$ cat src/rtl/bec_pkg.sv
package bec_pkg;
  localparam int unsigned CSR_W        = 32;
  localparam int unsigned N_EV         = 3;
  localparam int unsigned EV_SE        = 0;
  localparam int unsigned EV_PE        = 1;
  localparam int unsigned EV_BM        = 2;
  localparam int unsigned STAT_LSB     = 28;
  localparam int unsigned EN_LSB       = 12;
  localparam int unsigned RATIO_W      = 3;
  localparam int unsigned RATIO_HB_LSB = 24;
  localparam int unsigned RATIO_PB_LSB = 16;
  localparam int unsigned MARK_POS     = 0;

  typedef logic [N_EV-1:0]    ev_vec_t;
  typedef logic [RATIO_W-1:0] ratio_t;
  typedef logic [CSR_W-1:0]   word_t;

  function automatic ratio_t ratio_decode(input logic [1:0] sel);
    ratio_t r;
    case (sel)
      2'b00:   r = 3'b001;
      2'b01:   r = 3'b010;
      default: r = 3'b100;
    endcase
    return r;
  endfunction

  function automatic word_t live_mask();
    word_t m;
    m = '0;
    for (int e = 0; e < N_EV; e++) begin
      m[STAT_LSB + e] = 1'b1;
      m[EN_LSB + e]   = 1'b1;
    end
    m[MARK_POS] = 1'b1;
    return m;
  endfunction
endpackage

$ cat src/rtl/bec_sync_chain.sv
module bec_sync_chain #(
  parameter int unsigned WIDTH   = 2,
  parameter int unsigned STAGES  = 2,
  parameter logic [WIDTH-1:0] RST_VAL = '1
) (
  input  logic             clk_i,
  input  logic             rst_ni,
  input  logic [WIDTH-1:0] d_i,
  output logic [WIDTH-1:0] q_o
);
  logic [WIDTH-1:0] stg_q [STAGES];

  for (genvar s = 0; s < STAGES; s++) begin : g_stage
    logic [WIDTH-1:0] stg_d;
    if (s == 0) begin : g_first
      assign stg_d = d_i;
    end else begin : g_next
      assign stg_d = stg_q[s-1];
    end
    always_ff @(posedge clk_i or negedge rst_ni) begin
      if (!rst_ni) stg_q[s] <= RST_VAL;
      else         stg_q[s] <= stg_d;
    end
  end

  assign q_o = stg_q[STAGES-1];
endmodule

$ cat src/rtl/bec_idle_watch.sv
module bec_idle_watch #(
  parameter int unsigned IDLE_LIMIT = 16
) (
  input  logic clk_i,
  input  logic rst_ni,
  input  logic req_i,
  input  logic gnt_i,
  input  logic frame_ni,
  input  logic soft_rst_i,
  output logic evt_o,
  output logic locked_o
);
  localparam int unsigned CW = (IDLE_LIMIT > 2) ? $clog2(IDLE_LIMIT) : 1;
  localparam logic [CW-1:0] LAST = CW'(IDLE_LIMIT - 1);

  logic [CW-1:0] cnt_q, cnt_d;
  logic          lock_q, lock_d;
  logic          idle_cyc;

  assign idle_cyc = req_i & gnt_i & frame_ni & ~lock_q;
  assign evt_o    = idle_cyc & (cnt_q == LAST);

  always_comb begin
    if (!idle_cyc || soft_rst_i || evt_o) cnt_d = '0;
    else                                  cnt_d = cnt_q + 1'b1;

    if (soft_rst_i || !req_i) lock_d = 1'b0;
    else if (evt_o)           lock_d = 1'b1;
    else                      lock_d = lock_q;
  end

  always_ff @(posedge clk_i or negedge rst_ni) begin
    if (!rst_ni) begin
      cnt_q  <= '0;
      lock_q <= 1'b0;
    end else begin
      cnt_q  <= cnt_d;
      lock_q <= lock_d;
    end
  end

  assign locked_o = lock_q;

  // a dropped request always frees the requester
  p_release_on_drop_r10: assert property (@(posedge clk_i) disable iff (!rst_ni)
    (lock_q && !req_i) |=> !lock_q);
  // soft reset frees the requester
  p_soft_release_r11: assert property (@(posedge clk_i) disable iff (!rst_ni)
    soft_rst_i |=> !lock_q);
  // a stall is reported once, not on back-to-back cycles
  p_single_event_r9: assert property (@(posedge clk_i) disable iff (!rst_ni)
    evt_o |=> !evt_o);
endmodule

$ cat src/rtl/bec_csr_core.sv
module bec_csr_core
  import bec_pkg::*;
(
  input  logic       clk_i,
  input  logic       rst_ni,
  input  logic       wr_i,
  input  word_t      wdata_i,
  input  ev_vec_t    ev_set_i,
  input  logic [1:0] strap_hb_i,
  input  logic [1:0] strap_pb_i,
  output word_t      rdata_o,
  output logic       irq_o
);
  ev_vec_t stat_q, stat_d, en_q, en_d, clr_hit;
  logic    mark_q, mark_d;
  ratio_t  hb_q, hb_d, pb_q, pb_d;
  logic    loaded_q;
  logic    ratio_ld;
  logic    unused_wbits;

  assign ratio_ld     = ~loaded_q;
  assign unused_wbits = ^(wdata_i & ~live_mask());

  always_comb begin
    for (int e = 0; e < N_EV; e++) begin
      clr_hit[e] = wr_i & wdata_i[STAT_LSB + e];
    end
    stat_d = (stat_q & ~clr_hit) | ev_set_i;
    en_d   = wr_i ? wdata_i[EN_LSB +: N_EV] : en_q;
    mark_d = wr_i ? wdata_i[MARK_POS] : mark_q;
    hb_d   = ratio_ld ? ratio_decode(strap_hb_i) : hb_q;
    pb_d   = ratio_ld ? ratio_decode(strap_pb_i) : pb_q;
  end

  always_ff @(posedge clk_i or negedge rst_ni) begin
    if (!rst_ni) begin
      stat_q   <= '0;
      en_q     <= '0;
      mark_q   <= 1'b1;
      hb_q     <= '0;
      pb_q     <= '0;
      loaded_q <= 1'b0;
    end else begin
      stat_q   <= stat_d;
      en_q     <= en_d;
      mark_q   <= mark_d;
      hb_q     <= hb_d;
      pb_q     <= pb_d;
      loaded_q <= 1'b1;
    end
  end

  always_comb begin
    rdata_o = '0;
    for (int e = 0; e < N_EV; e++) begin
      rdata_o[STAT_LSB + e] = stat_q[e];
      rdata_o[EN_LSB + e]   = en_q[e];
    end
    rdata_o[RATIO_HB_LSB +: RATIO_W] = hb_q;
    rdata_o[RATIO_PB_LSB +: RATIO_W] = pb_q;
    rdata_o[MARK_POS]                = mark_q;
  end

  assign irq_o = |(stat_q & en_q);

  for (genvar e = 0; e < N_EV; e++) begin : g_chk
    // an event always lands, even against a clear
    p_set_wins_r6: assert property (@(posedge clk_i) disable iff (!rst_ni)
      ev_set_i[e] |=> stat_q[e]);
    // only a write of one removes a flag
    p_sticky_r5: assert property (@(posedge clk_i) disable iff (!rst_ni)
      (stat_q[e] && !(wr_i && wdata_i[STAT_LSB + e])) |=> stat_q[e]);
  end
  // without a write the interrupt cannot fall
  p_irq_hold_r8: assert property (@(posedge clk_i) disable iff (!rst_ni)
    (irq_o && !wr_i) |=> irq_o);
  // ratio fields frozen once loaded
  p_ratio_frozen_r2: assert property (@(posedge clk_i) disable iff (!rst_ni)
    loaded_q |=> ($stable(hb_q) && $stable(pb_q)));
endmodule

$ cat src/rtl/bridge_err_csr.sv
module bridge_err_csr
  import bec_pkg::*;
#(
  parameter int unsigned NUM_REQ     = 2,
  parameter int unsigned IDLE_LIMIT  = 16,
  parameter int unsigned SYNC_STAGES = 2
) (
  input  logic               clk_i,
  input  logic               rst_ni,
  input  logic               csr_wr_i,
  input  logic [31:0]        csr_wdata_i,
  output logic [31:0]        csr_rdata_o,
  output logic               irq_o,
  input  logic               perr_ni,
  input  logic               serr_ni,
  input  logic [1:0]         strap_hb_i,
  input  logic [1:0]         strap_pb_i,
  input  logic [NUM_REQ-1:0] req_i,
  input  logic [NUM_REQ-1:0] gnt_i,
  input  logic               frame_ni,
  input  logic               arb_soft_rst_i,
  output logic [NUM_REQ-1:0] req_masked_o,
  output logic               frame_ok_o
);
  logic [1:0]         rst_pipe_q;
  logic               rst_n_int;
  logic [1:0]         err_sync_n;
  logic [NUM_REQ-1:0] stall_evt, locked;
  ev_vec_t            ev_set;

  always_ff @(posedge clk_i or negedge rst_ni) begin
    if (!rst_ni) rst_pipe_q <= 2'b00;
    else         rst_pipe_q <= {rst_pipe_q[0], 1'b1};
  end
  assign rst_n_int = rst_pipe_q[1];

  bec_sync_chain #(
    .WIDTH  (2),
    .STAGES (SYNC_STAGES),
    .RST_VAL(2'b11)
  ) u_err_sync (
    .clk_i (clk_i),
    .rst_ni(rst_n_int),
    .d_i   ({perr_ni, serr_ni}),
    .q_o   (err_sync_n)
  );

  for (genvar r = 0; r < NUM_REQ; r++) begin : g_watch
    bec_idle_watch #(.IDLE_LIMIT(IDLE_LIMIT)) u_watch (
      .clk_i     (clk_i),
      .rst_ni    (rst_n_int),
      .req_i     (req_i[r]),
      .gnt_i     (gnt_i[r]),
      .frame_ni  (frame_ni),
      .soft_rst_i(arb_soft_rst_i),
      .evt_o     (stall_evt[r]),
      .locked_o  (locked[r])
    );
  end

  always_comb begin
    ev_set        = '0;
    ev_set[EV_BM] = |stall_evt;
    ev_set[EV_PE] = ~err_sync_n[1];
    ev_set[EV_SE] = ~err_sync_n[0];
  end

  assign req_masked_o = req_i & ~locked;
  assign frame_ok_o   = ~frame_ni & ~|(gnt_i & locked);

  bec_csr_core u_core (
    .clk_i     (clk_i),
    .rst_ni    (rst_n_int),
    .wr_i      (csr_wr_i),
    .wdata_i   (csr_wdata_i),
    .ev_set_i  (ev_set),
    .strap_hb_i(strap_hb_i),
    .strap_pb_i(strap_pb_i),
    .rdata_o   (csr_rdata_o),
    .irq_o     (irq_o)
  );

  // a stall event is followed by the stalled-master flag in the word
  p_stall_flags_r9: assert property (@(posedge clk_i) disable iff (!rst_n_int)
    (|stall_evt) |=> csr_rdata_o[STAT_LSB + EV_BM]);
  // soft reset never disturbs the stalled-master flag
  p_soft_keeps_flag_r11: assert property (@(posedge clk_i) disable iff (!rst_n_int)
    (arb_soft_rst_i && csr_rdata_o[STAT_LSB + EV_BM] && !csr_wr_i) |=> csr_rdata_o[STAT_LSB + EV_BM]);
endmodule

$ cat config.mk
export PLATFORM = sky130hd
export DESIGN_NAME = bridge_err_csr
export DESIGN_NICKNAME = d
export VERILOG_FILES = /design/src/rtl/bec_pkg.sv /design/src/rtl/bec_sync_chain.sv /design/src/rtl/bec_idle_watch.sv /design/src/rtl/bec_csr_core.sv /design/src/rtl/bridge_err_csr.sv
export SDC_FILE = /design/constraint.sdc
export NUM_CORES = 1
export LEC_CHECK = 0
export BUFFER_PORTS_ARGS = -buffer_cell sky130_fd_sc_hd__buf_2
export CAP_MARGIN = 20
export CELL_PAD_IN_SITES_DETAIL_PLACEMENT = 1
export CELL_PAD_IN_SITES_GLOBAL_PLACEMENT = 1
export CORE_AREA = 5 5 71 73
export DETAILED_ROUTE_END_ITERATION = 8
export DIE_AREA = 0 0 76 78
export GPL_TIMING_DRIVEN = 0
export PLACE_DENSITY = 0.84
export RECOVER_POWER = 100
export SYNTH_ARGS = -nofsm -noshare
export SYNTH_HDL_FRONTEND = slang
export SYNTH_HIERARCHICAL = 1
export SYNTH_SLANG_ARGS = --single-unit
$ cat constraint.sdc
create_clock -name clk_i -period 1.8 [get_ports clk_i]
set_input_delay 0.36 -clock clk_i [delete_from_list [all_inputs] [get_ports clk_i]]
set_output_delay 0.36 -clock clk_i [all_outputs]
set_load 0.1 [all_outputs]
==> results.txt <==
The average detailed-routed wire length per instance is 13.3 um. The routed layout has 991 vias. The count of endpoints failing hold in the final timing report is 0.

The number of filler instances in the final layout came out at 500. The net switching power is 0.737 mW. Setup repair after global routing left no endpoint under its margin. The distinct cell type count after synthesis is 29. The area of the die is just under 6000 um^2.

The power density of the placed cells came out at roughly 1100 nW/um^2. The maximum ir drop on the vdd rail came out at 489 uV. The initial antenna violation count is 0.

The post-synthesis register bit count is 30. The number of buffers added on ports came out at 37. The top-level port count is 83.

After legalization and detailed placement, the total HPWL measured 2480 um. The flip-flop cell with the highest count after synthesis is sky130_fd_sc_hd__dfrtp_1. The placeable core area is roughly 4300 um^2. The minimum clock period after layout came out at between 1.5 and 2 ns. The maximum clock path buffer count came out at 2. The pre-CTS worst setup slack is 0.231 ns.

The clock latency reported for the late side of the worst-skew pair came out at roughly 0.27 ns. The worst slack on hold paths is around 0.18 ns. The clock arrives with between 0.003 and 0.004 ns of skew. The placement row count is 24. The overall routing resource usage came out at ~11%. The number of antenna-violating nets in the routed design came out at 0.

The TritonCTS clock tree is yes. From bottom edge to top edge, the die measures between 70 and 80 um. STA classifies the critical path endpoint as an output port. The Yosys step of the flow raised 6 warnings. The worst endpoint required time came out at roughly 1.4 ns. After clock tree synthesis, the clock-pin slew on the worst setup and hold paths is approximately 0.07 ns. The area growth from synthesis to layout came out at 29.7%. Cells fill 42.5% of the core in the end.

The number of global-route vias before repair came to about 1.1k. After synthesis, the share of flip-flops with an asynchronous set or reset is 100%. In the routed layout, each cell is associated on average with a via count of ~4.3. The portion of the post-synthesis area used by sequential elements is around 54%.

The initial cell density of the core is 32.8%. The total setup violations reported at the end of the flow came out at 0. The run finished with clean final reports. The count of flip-flops with a built-in enable after synthesis came out at 0. The count of clock tree sinks came out at 30.

The data arrival time of the critical path is 1.38 ns. The number of iterations in the first detailed-routing pass came out at 4. For this block, the routed nets add up to 3060 um of wire.

The first-pass GRT wire length is between 5000 and 6000 um. Buffers inserted during clock tree synthesis total 5. Of all nets on the critical path, the largest fanout is 2. For the pin with the worst max-slew slack, the measured transition is about 0.76 ns.

Each instance of the synthesized netlist takes up on average about 12 um^2. The sum of overflow across all layers after global routing is 0. The DRC violation total after the first TritonRoute iteration came out at 31. The placer congestion estimate is ~0.68. Combinational logic is responsible for between 20 and 30% of the overall power. In this run the static leakage power is just under 1 nW. Derived from the worst setup path, the maximum achievable clock frequency is 576 MHz.

The number of maximum-capacitance violations is 0. In this run the post-CTS setup repair buffer count came out at 0. The maximum number of pins on one net before global-route repair came out at 16.

The post-route DRC violation count is 0. The path class of the lowest-slack min-delay path is in2reg. From left edge to right edge, the die measures 76 um. The synthesized area came out at roughly 1400 um^2. The final critical path takes up between 90% and 100% of the cycle. The worst max-slew margin expressed relative to the limit came out at 49.4%. The root buffer cell chosen for the clock tree is sky130_fd_sc_hd__clkbuf_8.

The clock network burns between 30% and 40% of the power. The number of nets in the final layout is about 230. The worst-case setup margin in the final layout came out at 0.0632 ns. The cell internal power dissipation is 1.22 mW.

In this run switching power makes up between 30% and 40% of total power. The fraction of final layout cells sized beyond drive strength 1 came out at between 40% and 50%. The proportion of power drawn by flip-flops and latches came out at a little under two fifths. The startpoint type of the worst setup path is a flop.

Counting every instance in the synthesized netlist gives 113. The number of max-slew violations in the final report came out at 0. The type of the worst setup path is reg2out. In this run the number of H-tree levels came out at 2. 0 antenna diodes ended up in the layout.
-- state kept, by name (all words and copies together), names as in the netlist --
signal	cells
u_core/stat_q	3
g_watch.u_watch/cnt_q	8
u_err_sync/g_stage.stg_d	2
u_core/pb_q	3
u_err_sync/q_o	2
g_watch.u_watch/locked_o	2
u_core/en_q	3
u_core/mark_q	1
u_core/loaded_q	1
rst_pipe_q	2
u_core/hb_q	3
-- cell families after synthesis --
logic type               Yosys count  synth area share [%]
XOR/XNOR                           2                  1.24
flip-flops                        30                  53.7
AO/OA/AOI/OAI                     17                  9.68
other                              3                 0.799
buffers and inverters             25                  13.1
AND/OR/NAND/NOR                   28                  13.3
adder cells (fa/ha/maj)            2                  1.78
multiplexers                       6                  6.39
-- cells in the mapped netlist (3+ instances only) --
library cell	count	area (um^2)
sky130_fd_sc_hd__nand2_1	7	26.3
sky130_fd_sc_hd__conb_1	3	11.3
sky130_fd_sc_hd__inv_1	3	11.3
sky130_fd_sc_hd__buf_4	20	150
sky130_fd_sc_hd__dfstp_2	5	131
sky130_fd_sc_hd__mux2_4	6	90.1
sky130_fd_sc_hd__nor3b_1	3	22.5
sky130_fd_sc_hd__a21o_1	5	37.5
sky130_fd_sc_hd__dfrtp_1	25	626
sky130_fd_sc_hd__a31oi_1	4	25.0
-- routing by layer --
metal	part of all wire [%]	up-vias	GRT usage, %
li1	-	476	-
met1	36	476	11.3
met2	55	33	19.9
met3	7.2	6	4.98
met4	1.7	0	4.27
met5	0	-	0
-- power by group through the flow --
stage	clock network (mW)	registers [mW]	logic, mW
2_1_floorplan	0	0.907	0.333
3_3_place_gp	0	0.755	0.560
3_5_place_dp	0	0.753	0.576
4_1_cts	0.675	0.741	0.579
5_1_grt	0.719	0.743	0.585
6_report	0.654	0.738	0.563
-- what timing repair did --
| item | in CTS | in global routing |
|---|---|---|
| hold endpoints to repair | 2 | 0 |
| hold buffers | 1 | 0 |
| resized for setup | 1 | 2 |
| setup endpoints to repair | 1 | 1 |
-- cells in the final DEF (no fill, tap or decap), types with 3 or more instances in the layout --
cell type	n
sky130_fd_sc_hd__clkbuf_2	15
sky130_fd_sc_hd__buf_2	19
sky130_fd_sc_hd__a21o_1	5
sky130_fd_sc_hd__clkbuf_8	5
sky130_fd_sc_hd__clkbuf_1	3
sky130_fd_sc_hd__dfstp_2	4
sky130_fd_sc_hd__nor3b_1	3
sky130_fd_sc_hd__mux2_1	5
sky130_fd_sc_hd__a31oi_1	4
sky130_fd_sc_hd__buf_4	21
sky130_fd_sc_hd__nand2_1	7
sky130_fd_sc_hd__conb_1	21
sky130_fd_sc_hd__dfrtp_1	25
-- per-stage QoR --
step	total power [mW]	TNS, ns	std cells	area, um^2
floorplan	1.24	-0.161	131	1490
global placement	1.31	0	220	1740
detailed placement	1.33	0	221	1760
CTS	1.99	0	230	1880
global route	2.05	0	230	1830
finish	1.95	0	230	1830
-- worst max-delay path: stages, from the launching register on --
cell and delay, ns:
sky130_fd_sc_hd__dfstp_1 0.55, sky130_fd_sc_hd__buf_4 0.11, sky130_fd_sc_hd__clkbuf_2 0.44
-- worst paths after layout --
check | slack (ns) | cells after the start | end | start
min in group asynchronous | 0.25 | 0 | u_core/hb_q[2] | rst_pipe_q[1]
hold / removal | 0.18 | 1 | u_err_sync/g_stage[1].stg_d[0] | serr_ni
setup reg to reg | 0.19 | 5 | u_core/stat_q[2] | g_watch[1].u_watch/cnt_q[0]
setup / recovery | 0.06 | 2 | csr_rdata_o[0] | u_core/mark_q
hold reg to reg | 0.25 | 0 | u_core/hb_q[2] | rst_pipe_q[1]
max in group asynchronous | 0.47 | 1 | u_core/en_q[0] | rst_pipe_q[1]
-- area by class of cell --
class                           instances  area (um^2)  share of cell area (%)
Inverter                                3         11.3                   0.616
Buffer                                 22          165                    9.04
Sequential cell                        30          757                    41.4
Tap cell                               52         65.1                    3.56
Multi-Input combinational cell         76          517                    28.3
Clock buffer                            5         68.8                    3.77
Clock inverter                          3         40.0                    2.19
Timing Repair Buffer                   39          203                    11.1
(Power assumes the default switching activity.)
